===== config.mk =====
export PLATFORM = sky130hd
export DESIGN_NAME = cmp_tree_mul
export DESIGN_NICKNAME = d
export VERILOG_FILES = /design/src/rtl/mtp_pkg.sv /design/src/rtl/mtp_cell42.sv /design/src/rtl/mtp_row42.sv /design/src/rtl/mtp_ppgen.sv /design/src/rtl/cmp_tree_mul.sv
export SDC_FILE = /design/constraint.sdc
export NUM_CORES = 1
export LEC_CHECK = 0
export ABC_AREA = 1
export ABC_CLOCK_PERIOD_IN_PS = 9800
export CORE_ASPECT_RATIO = 1.2
export CORE_MARGIN = 4
export CORE_UTILIZATION = 29
export CTS_CLUSTER_SIZE = 12
export DETAILED_ROUTE_END_ITERATION = 12
export PLACE_DENSITY = 0.52
export SYNTH_ARGS = -nofsm -noshare
export SYNTH_HDL_FRONTEND = slang
export SYNTH_SLANG_ARGS = --single-unit

===== constraint.sdc =====
create_clock -name clk -period 9.8 [get_ports clk]
set_input_delay 1.96 -clock clk [delete_from_list [all_inputs] [get_ports clk]]
set_output_delay 1.96 -clock clk [all_outputs]
set_load 0.01 [all_outputs]

===== src/rtl/mtp_pkg.sv =====
package mtp_pkg;

    // Outputs of one 4:2 compressor cell.
    typedef struct packed {
        logic sum;    // weight n
        logic carry;  // weight n+1, goes to the next level
        logic cout;   // weight n+1, lateral carry to the next column
    } c42_out_t;

    // Row offset of level lvl inside the flattened row store.
    function automatic int unsigned lvl_base(input int unsigned width, input int unsigned lvl);
        return 2 * width - 2 * (width >> lvl);
    endfunction

endpackage


===== src/rtl/mtp_cell42.sv =====
module mtp_cell42
    import mtp_pkg::*;
(
    input  logic     x0,
    input  logic     x1,
    input  logic     x2,
    input  logic     x3,
    input  logic     cin,
    output c42_out_t res
);

    logic p01;
    logic p23;
    logic p0123;

    always_comb begin
        p01       = x0 ^ x1;
        p23       = x2 ^ x3;
        p0123     = p01 ^ p23;
        res.cout  = p01 ? x2 : x0;
        res.sum   = p0123 ^ cin;
        res.carry = p0123 ? cin : x3;
    end

    // Weighted outputs must equal the count of set inputs.
    always_comb begin : chk_weight
        assert_cell_weight_R3: assert (int'(x0) + int'(x1) + int'(x2) + int'(x3) + int'(cin)
                == int'(res.sum) + 2 * (int'(res.carry) + int'(res.cout)))
            else $error("cell weight mismatch");
    end

endmodule


===== src/rtl/mtp_row42.sv =====
module mtp_row42
    import mtp_pkg::*;
#(
    parameter int unsigned N = 32
) (
    input  logic [N-1:0] ra,
    input  logic [N-1:0] rb,
    input  logic [N-1:0] rc,
    input  logic [N-1:0] rd,
    output logic [N-1:0] rs,
    output logic [N-1:0] rcy
);

    localparam int unsigned XW = N + 3;

    logic [N:0]   chain;
    logic [N-1:0] sums;
    logic [N-1:0] cys;

    assign chain[0] = 1'b0;

    for (genvar i = 0; i < N; i++) begin : g_col
        c42_out_t o;
        mtp_cell42 u_cell (
            .x0  (ra[i]),
            .x1  (rb[i]),
            .x2  (rc[i]),
            .x3  (rd[i]),
            .cin (chain[i]),
            .res (o)
        );
        assign sums[i]    = o.sum;
        assign cys[i]     = o.carry;
        assign chain[i+1] = o.cout;
    end

    assign rs  = sums;
    assign rcy = {cys[N-2:0], 1'b0};

    // Four rows in, weighted outputs out: the total must not change.
    always_comb begin : chk_total
        assert_row_total_R4: assert (XW'(ra) + XW'(rb) + XW'(rc) + XW'(rd)
                == XW'(sums) + (XW'(cys) << 1) + (XW'(chain[N]) << N))
            else $error("row total mismatch");
    end

endmodule


===== src/rtl/mtp_ppgen.sv =====
module mtp_ppgen #(
    parameter int unsigned WIDTH = 16,
    parameter int unsigned PW    = 2 * WIDTH
) (
    input  logic [WIDTH-1:0] op_a,
    input  logic [WIDTH-1:0] op_b,
    output logic [PW-1:0]    pp [WIDTH]
);

    for (genvar j = 0; j < WIDTH; j++) begin : g_row
        assign pp[j] = PW'(op_a & {WIDTH{op_b[j]}}) << j;
    end

endmodule


===== src/rtl/cmp_tree_mul.sv =====
module cmp_tree_mul
    import mtp_pkg::*;
#(
    parameter int unsigned WIDTH   = 16,
    parameter bit          REG_OUT = 1'b1
) (
    input  logic               clk,
    input  logic               rst_n,
    input  logic [WIDTH-1:0]   op_a,
    input  logic [WIDTH-1:0]   op_b,
    output logic [2*WIDTH-1:0] prod
);

    localparam int unsigned PW     = 2 * WIDTH;
    localparam int unsigned LVLS   = $clog2(WIDTH) - 1;
    localparam int unsigned NROWS  = 2 * WIDTH - 2;
    localparam int unsigned FINAL0 = lvl_base(WIDTH, LVLS);

    logic [PW-1:0] pp   [WIDTH];
    logic [PW-1:0] rows [NROWS];
    logic [PW-1:0] sum_w;

    mtp_ppgen #(
        .WIDTH (WIDTH),
        .PW    (PW)
    ) u_ppgen (
        .op_a (op_a),
        .op_b (op_b),
        .pp   (pp)
    );

    for (genvar j = 0; j < WIDTH; j++) begin : g_load
        assign rows[j] = pp[j];
    end

    // Each level turns every group of four rows into two.
    for (genvar l = 0; l < LVLS; l++) begin : g_lvl
        localparam int unsigned IN_B  = lvl_base(WIDTH, l);
        localparam int unsigned OUT_B = lvl_base(WIDTH, l + 1);
        localparam int unsigned GRPS  = (WIDTH >> l) / 4;
        for (genvar g = 0; g < GRPS; g++) begin : g_grp
            mtp_row42 #(
                .N (PW)
            ) u_row (
                .ra  (rows[IN_B + 4*g]),
                .rb  (rows[IN_B + 4*g + 1]),
                .rc  (rows[IN_B + 4*g + 2]),
                .rd  (rows[IN_B + 4*g + 3]),
                .rs  (rows[OUT_B + 2*g]),
                .rcy (rows[OUT_B + 2*g + 1])
            );
        end
    end

    // Final carry-propagate addition of the last two rows.
    assign sum_w = rows[FINAL0] + rows[FINAL0 + 1];

    if (REG_OUT) begin : g_reg
        typedef struct packed {
            logic [PW-1:0] prod;
        } out_t;

        out_t st_d;
        out_t st_q;

        always_comb begin
            st_d      = st_q;
            st_d.prod = sum_w;
        end

        always_ff @(posedge clk) begin
            if (!rst_n) begin
                st_q <= '0;
            end else begin
                st_q <= st_d;
            end
        end

        assign prod = st_q.prod;

        assert_prod_value_R1: assert property (@(posedge clk) disable iff (!rst_n)
            $past(rst_n) |-> prod == $past(PW'(op_a) * PW'(op_b)))
            else $error("product mismatch");

        assert_reset_clear_R2: assert property (@(posedge clk) disable iff (!rst_n)
            !$past(rst_n) |-> prod == '0)
            else $error("product not cleared by reset");
    end else begin : g_comb
        assign prod = sum_w;
    end

endmodule


==> impl_metrics.csv, run 1 <==
group,metric,value,unit
sta,finalHoldViolations,0,
clocking,clk_pin_slew,50,ps
setup_path,cp-start-kind,"input port",
die,dieArea,46600,um2
logic_synthesis,ys_ff_latch,32,
logic_synthesis,yosys_warnings,0,
clocking,cts.sinks,32,
route,post_drt_wl_per_cell,12.6,um
die,ioPinCount,66,
layout,drive_gt1_share,4.10,%
grt,grt_pass1_wl,64300,um
clocking,htreeDepth,2,
setup_path,end_kind,"flip-flop",
clocking,cts_buffer_depth,2,
logic_synthesis,yosysMostFrequentCell,"nand2_1",
grt,grt_pass1_vias,13800,
route,first_pass_iters,5,
grt,grtUsageTotal,16.3,%
flow_run,max-cap-violations,0,
layout,largest_register_ffs,32,
logic_synthesis,synth_top_flop_cell,"dfxtp_1",
outcome,outcome,"completed",
sta,max_freq,136,MHz
logic_synthesis,synth_commonest_cells,"nand2_1, inv_1, nand3_1",
worst_hold_path,hold_path_class,"in -> reg",
pwr,power.leakage,8.46,nW
worst_hold_path,holdPathEnd,"prod[2]",
placed_design,hpwl,31600,um
placed_design,portBuffers,65,
logic_synthesis,synth_area_leaders,"nand2_1, nand3_1, inv_1, ha_1, dfxtp_1",
route,ant_nets,0,
clocking,cts_resized,0,
grt,antenna_found_initial,0,
setup_path,cp.arrival,7520,ps
grt,grt_overflow_total,0,
clocking,root_buffer,"clkbuf_16",
route,via_count,14900,
worst_hold_path,whs_path_depth,3,
sta,whs,2840,ps
logic_synthesis,yosysTopAreaCellShare,35.7,%
sta,final-setup-viol-count,0,
sta,maxSlewHeadroom,22.2,%
worst_hold_path,hold_start,"rst_n",
logic_synthesis,yosys.area.top_type,"nand2_1",
logic_synthesis,synth_nets,2635,
clocking,ctsHoldBuffers,0,
logic_synthesis,netlist_area,12500,um2
placed_design,place_congestion,0.891,
sta,tightestPinTransition,1160,ps
route,wirelength,39300,um
clocking,cts_setup_buffers,0,
logic_synthesis,synth_edf_count,0,
sta,rsz0062_at_grt,"false",
logic_synthesis,ys_types,48,
pwr,powerDensity,216,nW/um2
clocking,cts_tree,"built",
setup_path,path_class,"in -> reg",
sta,fin_crit_sh,74.8,%
sta,fin_crit,7330,ps
setup_path,cp.required,9990,ps
sta,fin_tns_setup,0,ps
clocking,cts_made_buffers,5,
logic_synthesis,synthArstFlopShare,0,%
die,die-height,236,um
die,start_util,29.3,%
logic_synthesis,synth_area_per_cell,4.93,um2
route,via_per_inst,4.79,
layout,syn2layout_area_growth,9.04,%
die,rows,83,
sta,slew_viol_final,0,
pwr,irDropWorstVdd,0.208,mV
sta,worst_slack,2470,ps
layout,nNetsFinal,2658,
route,drt_iter0_markers,856,
setup_path,path_max_fanout,21,
placed_design,place_ws,2250,ps
die,dieWidth,198,um
logic_synthesis,synth-seq-area-share,5.12,%
die,core_area,42800,um2
route,route.detailed.drc,0,
logic_synthesis,syn_inst,2540,
layout,antenna_cells,0,
grt,grt_max_degree,27,
-- layer usage --
metal	vias to the layer above	GRT usage, %	routed length, um
met1	6528	20.5	17600
met5	-	0	0
met4	0	5.66	1320
met3	75	0.959	1490
met2	316	29.2	18900
li1	7992	-	-
-- report_power, final --
part / internal [mW] / switching, mW / total, mW
logic: 0.926 / 1.67 / 2.59
clock network: 0.106 / 0.0491 / 0.155
registers: 0.189 / 0.0136 / 0.203
-- cell usage in the layout (no fill, tap or decap), types with 3 or more instances in the layout --
cell	n
a21boi_0	4
a21boi_1	9
a21o_1	5
a21oi_1	84
a31oi_1	3
buf_4	17
clkbuf_16	5
clkdlybuf4s50_1	65
clkinv_1	3
dfxtp_1	32
ha_1	60
inv_1	334
inv_2	13
maj3_1	3
nand2_1	1191
nand2_2	28
nand3_1	275
nand3_2	7
nand3b_1	30
nand4_1	33
nor2_1	122
nor2_2	17
nor3_1	3
nor4_1	3
o21a_1	7
o21ai_0	50
o21ai_1	20
o22ai_1	6
or2_1	4
or2_2	6
xnor2_1	57
xor2_1	46
-- cell type report --
type                    count  area (um2)
fillers                  4839       29100
clock buffers               7         153
well taps                 552         691
repair buffers             82         778
multi-input cells        2092       10100
inverters                 350        1310
flip-flops and latches     32         641
-- logic make-up after synthesis --
logic type	share of synthesized area [%]
buffers and inverters	14.4
DFF	5.12
adders and majority gates	6.40
xor gates and xnor gates	7.47
AOI/OAI and AO/OA	8.70
and+or+nand+nor	57.9
-- through the flow --
step	std cells	area (um2)	util [%]	power, mW
6_report	3115	13700	31.9	2.95
5_1_grt	3115	13700	31.9	3.34
4_1_cts	3115	13700	31.9	2.95
3_5_place_dp	3108	13500	31.6	2.77
3_3_place_gp	3108	13500	31.6	2.74
2_1_floorplan	2540	12500	-	2.11
-- critical path, cell delays in order --
cell and delay (ps):
clkdlybuf4s50_1 1120, inv_1 260, o21ai_0 300, nand2_1 140
xnor2_1 300, nand3_1 130, and2_1 190, nor2_1 140
inv_1 50, nand2_1 70, xnor2_1 130, ha_1 260
ha_1 310, ha_1 210, ha_1 220, fa_1 440
nand3_1 110, nand3_1 150, a21oi_1 210, inv_1 100
nand2_1 70, o211ai_1 120, nand2_1 90, nand2_1 100
nand2_1 110, nand3b_1 80, a21oi_1 160
-- how the worst max path moves through the flow --
stage | endpoint | depth (start not counted) | slack, ps | from
6_report | prod[31] | 27 | 2470 | op_b[1]
3_3_place_gp | prod[28] | 31 | 2350 | op_b[0]
5_1_grt | prod[30] | 31 | 1810 | op_b[0]
3_5_place_dp | prod[28] | 31 | 2250 | op_b[0]
2_1_floorplan | prod[29] | 32 | 4010 | op_a[1]
4_1_cts | prod[28] | 31 | 2520 | op_b[0]
Note: power is estimated with default switching activity, not from simulation.
==> run 2, diff against run 1 <==
ABC_CLOCK_PERIOD_IN_PS = 7600   (was 9800)
clock period = 7.6 ns   (was 9.8 ns; I/O delays follow)
==> impl_metrics.csv, run 2 (synthesis gave the netlist of run 1 again) <==
group,metric,value,unit
clocking,cts_buffer_depth,2,
setup_path,cp.required,7810,ps
clocking,cts.sinks,32,
setup_path,cpMaxStageDelayCell,"clkdlybuf4s50_1",
layout,drive_gt1_share,4.69,%
clocking,cts_made_buffers,5,
clocking,clk_pin_slew,50,ps
sta,final-setup-viol-count,0,
layout,final_cell_mix,"nand2_1, inv_1, nand3_1",
setup_path,crit_family,"simple AND/OR/NAND/NOR gates",
placed_design,portBuffers,65,
route,drt_iter0_markers,781,
route,first_pass_iters,5,
sta,tightestPinTransition,1020,ps
placed_design,place_inst,3123,
clocking,ctsHoldBuffers,0,
die,core_area,42800,um2
clocking,htreeDepth,2,
die,die-height,236,um
layout,antenna_cells,0,
setup_path,end_kind,"flip-flop",
grt,grt_pass1_wl,62800,um
setup_path,crit_buf_inv,6,
die,rows,83,
setup_path,path_max_fanout,14,
layout,multiInputGateArea,10100,um2
sta,finalHoldViolations,0,
sta,fin_tns_setup,0,ps
route,via_per_inst,4.75,
setup_path,cpMostUsedCell,"nand2_1",
setup_path,path_class,"in -> reg",
layout,largest_register_ffs,32,
route,post_drt_wl_per_cell,12.2,um
sta,fin_crit,6390,ps
grt,grt_pass1_vias,13500,
route,route.detailed.drc,0,
grt,grt_overflow_total,0,
route,wirelength,38100,um
setup_path,critPathMaxStageDelay,950,ps
route,via_count,14900,
sta,fin_crit_sh,84.1,%
setup_path,cp.arrival,6600,ps
pwr,power.leakage,8.53,nW
setup_path,cp-start-kind,"input port",
layout,seq_area,641,um2
layout,syn2layout_area_growth,9.91,%
die,start_util,29.3,%
clocking,cts_resized,0,
die,dieArea,46600,um2
placed_design,place_congestion,0.866,
sta,rsz0062_at_grt,"false",
die,dieWidth,198,um
clocking,cts_tree,"built",
worst_hold_path,whs_path_depth,4,
route,ant_nets,0,
worst_hold_path,hold_path_class,"in -> reg",
setup_path,startpoint,"op_b[4]",
worst_hold_path,holdPathEnd,"prod[0]",
layout,nNetsFinal,2673,
placed_design,hpwl,32200,um
worst_hold_path,hold_start,"op_b[0]",
outcome,outcome,"completed",
grt,grt_max_degree,27,
clocking,cts_setup_buffers,0,
layout,fillerInstances,4864,
pwr,p_total,3.70,mW
clocking,root_buffer,"clkbuf_16",
die,ioPinCount,66,
layout,final_cells,3131,
pwr,powerDensity,269,nW/um2
layout,mostFrequentLayoutCell,"nand2_1",
sta,slew_viol_final,0,
grt,grtUsageTotal,15.8,%
pwr,irDropWorstVdd,0.215,mV
grt,antenna_found_initial,0,
flow_run,max-cap-violations,0,
layout,fin_util,32.2,%
sta,max_freq,157,MHz
sta,whs,2100,ps
sta,maxSlewHeadroom,32.0,%
-- run 2: power breakdown --
part	internal, mW	switching, mW	leakage [nW]
combinational	1.19	2.05	8.19
clock	0.129	0.0665	0.0766
sequential	0.244	0.0186	0.267
total	1.56	2.14	8.53
-- run 2: final cells by class --
| type | instances | area share (%) |
|---|---|---|
| timing repair buffer | 97 | 6.47 |
| inverter | 350 | 9.55 |
| sequential | 32 | 4.66 |
| clock inverter | 2 | 0.0727 |
| clock buffer | 6 | 1.01 |
| tap | 552 | 5.02 |
| multi-input combinational | 2092 | 73.2 |
-- run 2: worst max-delay path by stage --
| stage | end | slack, ps | cells past startpoint |
|---|---|---|---|
| 2_1_floorplan | prod[29] | 2250 | 32 |
| 3_3_place_gp | prod[29] | 1060 | 28 |
| 3_5_place_dp | prod[28] | 960 | 30 |
| 4_1_cts | prod[28] | 1230 | 30 |
| 5_1_grt | prod[28] | 650 | 34 |
| 6_report | prod[28] | 1210 | 36 |
-- run 2: routing by layer --
layer	track usage (%)	share of wire, %	vias to the layer above
met3	0.487	3.9	71
met5	0	0	-
met1	19.9	45	6494
li1	-	-	8016
met4	5.87	3.9	0
met2	28.5	47	302
-- run 2: per-stage QoR --
step / setup slack [ps] / instance area (um2)
2_1_floorplan: 2250 / 12500
3_3_place_gp: 1060 / 13600
3_5_place_dp: 964 / 13600
4_1_cts: 1230 / 13800
5_1_grt: 653 / 13800
6_report: 1210 / 13800
